## config.mk

```make
export PLATFORM = sky130hd
export DESIGN_NAME = gpio_kr_port
export DESIGN_NICKNAME = d
export VERILOG_FILES = /design/src/rtl/gpio_kr_pkg.sv /design/src/rtl/gpio_kr_rstsync.sv /design/src/rtl/gpio_kr_sync.sv /design/src/rtl/gpio_kr_debounce.sv /design/src/rtl/gpio_kr_keydet.sv /design/src/rtl/gpio_kr_port.sv
export SDC_FILE = /design/constraint.sdc
export NUM_CORES = 1
export LEC_CHECK = 0
export BUFFER_PORTS_ARGS = -buffer_cell sky130_fd_sc_hd__buf_2
export CAP_MARGIN = 25
export CORE_ASPECT_RATIO = 0.75
export CORE_MARGIN = 2
export CORE_UTILIZATION = 59
export DETAILED_ROUTE_END_ITERATION = 16
export PLACE_DENSITY = 0.87
export SYNTH_ARGS = -nofsm -noshare
export SYNTH_HDL_FRONTEND = slang
export SYNTH_SLANG_ARGS = --single-unit
export TNS_END_PERCENT = 1
```

## constraint.sdc

```tcl
create_clock -name clk_i -period 2.5 [get_ports clk_i]
set_input_delay 0.125 -clock clk_i [delete_from_list [all_inputs] [get_ports clk_i]]
set_output_delay 0.125 -clock clk_i [all_outputs]
set_load 0.02 [all_outputs]
```

## src/rtl/gpio_kr_pkg.sv

```systemverilog
package gpio_kr_pkg;
  localparam int unsigned BYTE_W   = 8;
  localparam int unsigned OFS_FILT = 0;
  localparam int unsigned OFS_KEY  = 1;
  localparam int unsigned OFS_IEN  = 2;

  typedef enum logic [1:0] {
    KEY_OFF   = 2'd0,
    KEY_LOW2  = 2'd1,
    KEY_LOW3  = 2'd2,
    KEY_LOW4  = 2'd3
  } key_mode_e;
endpackage

```

## src/rtl/gpio_kr_rstsync.sv

```systemverilog
module gpio_kr_rstsync (
  input  logic clk_i,
  input  logic rst_ni,
  output logic rst_sync_no
);
  logic [1:0] stage_q;

  always_ff @(posedge clk_i or negedge rst_ni) begin
    if (!rst_ni) stage_q <= 2'b00;
    else         stage_q <= {stage_q[0], 1'b1};
  end

  assign rst_sync_no = stage_q[1];
endmodule

```

## src/rtl/gpio_kr_sync.sv

```systemverilog
module gpio_kr_sync #(
  parameter int unsigned W = 8
) (
  input  logic         clk_i,
  input  logic         rst_ni,
  input  logic [W-1:0] d_i,
  output logic [W-1:0] q_o
);
  logic [W-1:0] meta_q;
  logic [W-1:0] stab_q;

  always_ff @(posedge clk_i or negedge rst_ni) begin
    if (!rst_ni) begin
      meta_q <= '0;
      stab_q <= '0;
    end else begin
      meta_q <= d_i;
      stab_q <= meta_q;
    end
  end

  assign q_o = stab_q;
endmodule

```

## src/rtl/gpio_kr_debounce.sv

```systemverilog
module gpio_kr_debounce #(
  parameter int unsigned GW        = 4,
  parameter int unsigned CODE_W    = 3,
  parameter int unsigned MIN_SHIFT = 8,
  localparam int unsigned CNT_W    = MIN_SHIFT + (1 << CODE_W) - 2
) (
  input  logic              clk_i,
  input  logic              rst_ni,
  input  logic [CODE_W-1:0] code_i,
  input  logic              restart_i,
  input  logic [GW-1:0]     in_i,
  output logic [GW-1:0]     filt_o
);
  logic [GW-1:0]    samp_q, samp_d;
  logic [GW-1:0]    filt_q, filt_d;
  logic [CNT_W-1:0] cnt_q, cnt_d;
  logic [CNT_W-1:0] limit;

  // last count value before the output may move
  always_comb begin
    if (code_i == '0) limit = '0;
    else limit = CNT_W'((32'd1 << (MIN_SHIFT + 32'(code_i) - 32'd1)) - 32'd1);
  end

  always_comb begin
    samp_d = in_i;
    filt_d = filt_q;
    cnt_d  = cnt_q;
    if (restart_i) begin
      cnt_d = '0;
    end else if (code_i == '0) begin
      filt_d = in_i;
      cnt_d  = '0;
    end else if ((in_i != samp_q) || (in_i == filt_q)) begin
      cnt_d = '0;
    end else if (cnt_q == limit) begin
      filt_d = in_i;
      cnt_d  = '0;
    end else begin
      cnt_d = cnt_q + 1'b1;
    end
  end

  always_ff @(posedge clk_i or negedge rst_ni) begin
    if (!rst_ni) begin
      samp_q <= '0;
      filt_q <= '0;
      cnt_q  <= '0;
    end else begin
      samp_q <= samp_d;
      filt_q <= filt_d;
      cnt_q  <= cnt_d;
    end
  end

  assign filt_o = filt_q;

  p_follow_input_r4: assert property (@(posedge clk_i) disable iff (!rst_ni)
    !$stable(filt_q) |-> (filt_q == $past(in_i)));
  p_cnt_bound_r5: assert property (@(posedge clk_i) disable iff (!rst_ni)
    (cnt_q <= limit));
  p_restart_hold_r10: assert property (@(posedge clk_i) disable iff (!rst_ni)
    restart_i |=> ((cnt_q == '0) && $stable(filt_q)));
endmodule

```

## src/rtl/gpio_kr_keydet.sv

```systemverilog
module gpio_kr_keydet
  import gpio_kr_pkg::*;
#(
  parameter int unsigned NP = 4
) (
  input  logic          clk_i,
  input  logic          rst_ni,
  input  key_mode_e     mode_i,
  input  logic [NP-1:0] pins_i,
  output logic          req_o
);
  logic [NP-1:0] sel;
  logic          req_d, req_q;

  for (genvar j = 0; j < NP; j++) begin : g_sel
    assign sel[j] = (mode_i != KEY_OFF) && (32'(j) <= 32'(mode_i));
  end

  assign req_d = (mode_i != KEY_OFF) && ((pins_i & sel) == '0);

  always_ff @(posedge clk_i or negedge rst_ni) begin
    if (!rst_ni) req_q <= 1'b0;
    else         req_q <= req_d;
  end

  assign req_o = req_q;

  p_off_quiet_r8: assert property (@(posedge clk_i) disable iff (!rst_ni)
    (mode_i == KEY_OFF) |=> !req_q);
  p_drop_high_r9: assert property (@(posedge clk_i) disable iff (!rst_ni)
    ((mode_i == KEY_LOW2) && (pins_i[0] || pins_i[1])) |=> !req_q);
endmodule

```

## src/rtl/gpio_kr_port.sv

```systemverilog
module gpio_kr_port
  import gpio_kr_pkg::*;
#(
  parameter int unsigned GROUP_W   = 4,
  parameter int unsigned NGROUPS   = 2,
  parameter int unsigned CODE_W    = 3,
  parameter int unsigned MIN_SHIFT = 8,
  parameter int unsigned ADDR_W    = 4,
  localparam int unsigned NPINS    = GROUP_W * NGROUPS,
  localparam int unsigned KEY_W    = 2,
  localparam int unsigned KEY_NP   = 1 << KEY_W
) (
  input  logic              clk_i,
  input  logic              rst_ni,
  input  logic [ADDR_W-1:0] bus_addr_i,
  input  logic [BYTE_W-1:0] bus_wdata_i,
  input  logic              bus_we_i,
  output logic [BYTE_W-1:0] bus_rdata_o,
  input  logic [NPINS-1:0]  pad_i,
  output logic [NPINS-1:0]  pin_data_o,
  output logic              key_rst_req_o
);
  logic rst_n;

  logic [NGROUPS-1:0][CODE_W-1:0] code_q, code_d;
  key_mode_e                      key_q, key_d;
  logic [NPINS-1:0]               ien_q, ien_d;
  logic [NGROUPS-1:0]             restart;
  logic                           hit_filt, hit_key, hit_ien, unmapped;

  logic [NPINS-1:0] pad_sync;
  logic [NPINS-1:0] gated;
  logic [NPINS-1:0] filt;

  gpio_kr_rstsync u_rstsync (
    .clk_i       (clk_i),
    .rst_ni      (rst_ni),
    .rst_sync_no (rst_n)
  );

  gpio_kr_sync #(.W(NPINS)) u_sync (
    .clk_i  (clk_i),
    .rst_ni (rst_n),
    .d_i    (pad_i),
    .q_o    (pad_sync)
  );

  // address decode
  assign hit_filt = (bus_addr_i == ADDR_W'(OFS_FILT));
  assign hit_key  = (bus_addr_i == ADDR_W'(OFS_KEY));
  assign hit_ien  = (bus_addr_i == ADDR_W'(OFS_IEN));
  assign unmapped = !(hit_filt || hit_key || hit_ien);

  always_comb begin
    code_d  = code_q;
    key_d   = key_q;
    ien_d   = ien_q;
    restart = '0;
    if (bus_we_i && hit_filt) begin
      for (int g = 0; g < NGROUPS; g++) begin
        code_d[g]  = bus_wdata_i[g*GROUP_W +: CODE_W];
        restart[g] = (code_d[g] != code_q[g]);
      end
    end
    if (bus_we_i && hit_key) key_d = key_mode_e'(bus_wdata_i[KEY_W-1:0]);
    if (bus_we_i && hit_ien) ien_d = bus_wdata_i[NPINS-1:0];
  end

  always_ff @(posedge clk_i or negedge rst_n) begin
    if (!rst_n) begin
      code_q <= '0;
      key_q  <= KEY_OFF;
      ien_q  <= '1;
    end else begin
      code_q <= code_d;
      key_q  <= key_d;
      ien_q  <= ien_d;
    end
  end

  always_comb begin
    bus_rdata_o = '0;
    if (hit_filt) begin
      for (int g = 0; g < NGROUPS; g++) bus_rdata_o[g*GROUP_W +: CODE_W] = code_q[g];
    end else if (hit_key) begin
      bus_rdata_o[KEY_W-1:0] = key_q;
    end else if (hit_ien) begin
      bus_rdata_o[NPINS-1:0] = ien_q;
    end
  end

  assign gated = pad_sync & ien_q;

  for (genvar g = 0; g < NGROUPS; g++) begin : g_grp
    gpio_kr_debounce #(
      .GW        (GROUP_W),
      .CODE_W    (CODE_W),
      .MIN_SHIFT (MIN_SHIFT)
    ) u_deb (
      .clk_i     (clk_i),
      .rst_ni    (rst_n),
      .code_i    (code_q[g]),
      .restart_i (restart[g]),
      .in_i      (gated[g*GROUP_W +: GROUP_W]),
      .filt_o    (filt[g*GROUP_W +: GROUP_W])
    );
  end

  assign pin_data_o = filt & ien_q;

  gpio_kr_keydet #(.NP(KEY_NP)) u_keydet (
    .clk_i  (clk_i),
    .rst_ni (rst_n),
    .mode_i (key_q),
    .pins_i (pin_data_o[KEY_NP-1:0]),
    .req_o  (key_rst_req_o)
  );

  p_unmapped_r11: assert property (@(posedge clk_i) disable iff (!rst_n)
    (bus_we_i && unmapped) |=> ($stable(code_q) && $stable(key_q) && $stable(ien_q)));
  p_rsv_zero_r2: assert property (@(posedge clk_i) disable iff (!rst_n)
    hit_filt |-> (bus_rdata_o[7] == 1'b0 && bus_rdata_o[3] == 1'b0));
  p_key_rsv_r2: assert property (@(posedge clk_i) disable iff (!rst_n)
    hit_key |-> (bus_rdata_o[7:2] == '0));
endmodule

```

Word-level counts from Yosys, hierarchy flattened:

Cells that the tools add are included.

* register bits after elaboration: 79
* output and inout port bits: 17

* $lt $le $gt $ge: 3
* add/sub/neg operators: 8
* reduce and logical (&&, ||, !) cells: 18
* bitwise logic cells: 5
* eq/ne operators: 12
* mux-type cells: 24
* shifts and indexed selects: 2

Operators by type and width (number)
* $mux W14: 10
* $shl A1 B32 Y14 const A: 2
* $sub A32 B1 Y32 const B: 2
* $add A14 B1 Y14 const B: 2
* $eq A14 B14 Y1: 2
* $sub A14 B1 Y14 const B: 2
* $mux W4: 6
* $and A8 B8 Y8: 2
* $add A4 B3 Y5 const A: 2
* $eq A4 B4 Y1: 2
* $logic_not A4 Y1: 2
* $mux W8: 1
* $ne A4 B4 Y1: 2
* $logic_and A1 B1 Y1: 7
* $logic_not A3 Y1: 2
* $mux W3: 2
* $mux W6: 1
* $ne A3 B3 Y1: 2
* $reduce_and A3 Y1: 2
* $reduce_bool A2 Y1: 3
* $and A4 B4 Y4: 1
* $eq A4 B1 Y1 const B: 1
* $eq A4 B2 Y1 const B: 1
* $le A2 B2 Y1 const A: 2
* 6 further kinds: 11

Depth between registers and ports, before layout:

* depth after elaboration: 10
* gate-level depth with buffers: 10
* gate-level depth less buffers: 7

Modules after synthesis:

From an unflattened synthesis, not the netlist that was laid out.

* cells, all modules: 365
* area total of the unflattened synthesis: 4007.6 µm²

Modules (own cells, without submodules)
* gpio_kr_debounce: area each 1276.2 µm², cells an instance 130, instances 2, sequential area each 550.5 µm²
* gpio_kr_port: area each 950.9 µm², cells an instance 82, instances 1, sequential area each 410.4 µm²
* gpio_kr_sync: area each 400.4 µm², cells an instance 16, instances 1, sequential area each 400.4 µm²
* gpio_kr_rstsync: area each 53.8 µm², cells an instance 3, instances 1, sequential area each 50.0 µm²
* gpio_kr_keydet: area each 50.0 µm², cells an instance 4, instances 1, sequential area each 25.0 µm²

Least setup slack after synthesis:

Ideal clock, no wire load.

* path kind: reg2reg
* start: register code_q[5] (netlist name)
* end: register g_grp[1].u_deb.filt_q[0]
* required time: 2372 ps
* setup slack: 240 ps
* arrival: 2132 ps
* library setup time: 128 ps
* stages on the path, launching flop included: 8
* path buffers: 1
* cells stage by stage: dfrtp_1 > clkbuf_1 > o31ai_1 > mux2i_1 > o2111ai_1 > a2111o_1 > o2bb2ai_1 > mux2_1

* cells in the longest elaborated chain, start to end: 8
* elaborated cells between the ends (all ways): 14
* those cells by class: add/sub (3); eq/ne (3); shift (1); mux (3); bitwise (1); reduce/logical (3)

Ends and longest elaborated chain
* from (decl): RTL line gpio_kr_port.sv:25 `logic [NGROUPS-1:0][CODE_W-1:0] code_q, code_d;`
* from (signal assigned): RTL line gpio_kr_port.sv:75 `code_q <= code_d;`
* $add A4 B3 Y5: RTL line gpio_kr_debounce.sv:22 `else limit = CNT_W'((32'd1 << (MIN_SHIFT + 32'(code_i) - 32'd1)) - 32'd1);`
* $sub A32 B1 Y32: RTL line gpio_kr_debounce.sv:22
* $shl A1 B32 Y14: RTL line gpio_kr_debounce.sv:22
* $sub A14 B1 Y14: RTL line gpio_kr_debounce.sv:22
* $mux W14: RTL line gpio_kr_debounce.sv:21 `if (code_i == '0) limit = '0;`
* $eq A14 B14 Y1: RTL line gpio_kr_debounce.sv:36 `end else if (cnt_q == limit) begin`
* $reduce_bool A2 Y1 (no source line)
* $reduce_and A3 Y1 (no source line)
* to (signal assigned): RTL line gpio_kr_debounce.sv:51 `filt_q <= filt_d;`
* to (decl): RTL line gpio_kr_debounce.sv:15 `logic [GW-1:0] filt_q, filt_d;`

Several ways; a longest one is shown, not always the timed one.
A chain may end at the register's enable or synchronous reset.

Final worst setup path:

* start: register code_q[5] (netlist name)
* end: register g_grp[1].u_deb.filt_q[1]

The elaborated chain is that of the path after synthesis.

==> flow_summary.toml <==
[setup_path]
crit_path_max_fanout = 6
critPathRequiredTime_ns = 2.73
worstSetupStartpointType = "flip-flop"
ff2ff_setup_slack_ns = 0.18
cp_slowest_stage_delay_ns = 0.45
path_cells = "o31ai_1 -> mux2i_1 -> o2111ai_1 -> a2111o_1 -> o2bb2ai_2 -> mux2_1"
cp.arrival_ns = 2.54
critical_path_class = "flip-flop to flip-flop"
critical-path-slowest-cell = "dfrtp_1"
end_kind = "flip-flop"

[drt]
drt_iter0_drc = 184
drc_errors = 0
routedWlPerCell_um = 16.32
vias = 3184
vias_per_cell = 5.918
drt-pass1-iter-count = 5
wl_um = 8779
antenna_left = 0

[sta]
max_freq_mhz = 431.8
drv_slew = 0
finClkSkew_ns = 0.007913
period_share = 0.9264
worstMarginPinSlew_ns = 0.6037
setup_viol = 0
rsz0062_at_grt = "false"
setup_ws_ns = 0.1841
finalCriticalPeriod_ns = 2.316
finalHoldViolCount = 0
timing.hold.ws_ns = 0.03428
slew_headroom = 0.5975
setup-tns-final_ns = 0

[yosys]
yosys.area.top_type = "dfrtp_1"
synthFlopType = "dfrtp_1"
synth_seq_cells = 79
synth_edf_count = 0
ys_types = 52
syn_area_mm2 = 0.004036
synth_top_area_frac = 0.4402
synth_cells = 399
synth_area_leaders = "dfrtp_1 44%, xor2_1 5.6%, dfstp_2 5.2%"
ys_warn_count = 0
yosysSeqAreaShare = 0.4923
avgSynthCellArea_um2 = 10.12
async_flop_share = 1.000

[cells_and_area]
fillers = 465
final_common_cell = "dfrtp_1"
syn2layout_area_growth_pct = 15.10
most-common-layout-cells = "70 x dfrtp_1, 43 x nor2_1, 39 x buf_2"
nets = 476
diodes = 0
drive_gt1_frac = 0.1696
instances_no_fill = 538

[grt]
antenna_found_initial = 0
grt_overflow = 0
grt_pass1_vias = 3077
grt_pass1_wl_um = 14220
grt_max_degree = 51
grt_usage = 0.2414

[place]
dpl.cell_count = 512
place_hpwl_um = 5988
dp_slack_ns = 0.07723
portBuffers = 39
place_congestion = 0.9305

[cts]
worst_skew_pair.late_latency_ns = 0.35
clockBufferDepth = 2
post-cts-setup-buffers = 0
clock-sinks = 79
clockRootBuffer = "clkbuf_8"
cts_tree = "yes"
h-tree-depth = 3
cts_buffers = 9
clk_pin_slew_ns = 0.08

[die]
rows = 26
ios = 40
dieArea_mm2 = 0.007526
die_w_um = 99.51
core_region_area_mm2 = 0.006701
initial_core_util = 0.6023
die_y_um = 75.63

[power_and_ir_drop]
leakage_uw = 0.002078
power.total_uw = 3648
cellPowerDensity_mw_per_mm2 = 785.2
peakVddDrop_uv = 636.6

[run_status]
status = "finished clean"

[job]
max-cap-violations = 0

[worst_hold_path]
min_path_type = "primary input to flip-flop"
[registers in the layout, summed over array words and instances, names as in the netlist]
register            cells
g_grp.u_deb.samp_q      8
u_rstsync.stage_q       2
g_grp.u_deb.filt_o      8
key_q                   2
ien_q                   8
u_sync.meta_q           8
u_keydet.req_o          1
g_grp.u_deb.cnt_q      28
u_sync.q_o              8
code_q                  6
[worst max-delay path: cells and delay by family (launching register included)]
family / cells / cell delay [ns]
AO/OA/AOI/OAI: 4 / 1.14
multiplexers: 2 / 0.60
flip-flops: 1 / 0.45
[cells in the mapped netlist (4+ instances only)]
master    number
clkbuf_1      17
ha_1           4
nand3_1       13
dfstp_2        8
a221oi_1       5
nor3_1        16
inv_1         11
mux2i_1       12
dfrtp_1       71
mux2_1        15
nand2_1       28
xnor2_1       15
and2_1        18
and3_1        13
nand4_1        7
xor2_1        26
a21oi_1       16
nor2_1        43
[layout make-up]
class | instances | area (µm²) | area share
Sequential cell | 79 | 1988 | 0.4280
Multi-Input combinational cell | 291 | 1937 | 0.4169
Timing Repair Buffer | 57 | 367.9 | 0.07918
Clock buffer | 10 | 137.6 | 0.02963
Tap cell | 84 | 105.1 | 0.02262
Clock inverter | 6 | 68.82 | 0.01481
Inverter | 11 | 41.29 | 0.008888
[cell families (layout without fill, tap and decap cells)]
family	Yosys count	in the layout	share of synthesized area
buf+inv	33	84	0.03410
flops	79	79	0.4922
compound gates	52	52	0.08866
xor+xnor	41	41	0.08897
fa+ha+maj	4	4	0.01240
simple gates	160	160	0.2055
mux	29	29	0.07719
other cells	1	5	0.0009291
[stage by stage]
stage               cell area, µm²  utilization
global route                  4646       0.6932
CTS                           4636       0.6917
finish                        4646       0.6932
floorplan                     4051            -
detailed placement            4329       0.6460
global placement              4329       0.6460
[metal layers]
metal	wire (µm)	vias up	global-route usage
met5	0	-	0
met4	143	0	0.09893
met3	344	17	0.05963
met2	4463	72	0.3964
met1	3827	1602	0.3153
li1	-	1493	-
[what timing repair did]
action	CTS	global route
hold buffers	10	0
setup endpoints to repair	0	18
hold endpoints to repair	11	0
resized for setup	0	2
[report_power, final]
group | internal [µW] | switching [µW]
registers | 1480 | 234
logic | 436 | 531
clock network | 491 | 474
[final timing paths]
path                       cells after the start                  from                        to
max                                            6             code_q[5]  g_grp[1].u_deb.filt_o[1]
min                                            2        bus_wdata_i[2]                 code_q[2]
max reg2reg                                    6             code_q[5]  g_grp[1].u_deb.filt_o[1]
min reg2reg                                    0  u_rstsync.stage_q[1]  g_grp[1].u_deb.filt_o[3]
max in group asynchronous                      1  u_rstsync.stage_q[1]                  ien_q[1]
min in group asynchronous                      2                rst_ni      u_rstsync.stage_q[0]
Power figures use the tool's default switching activity.
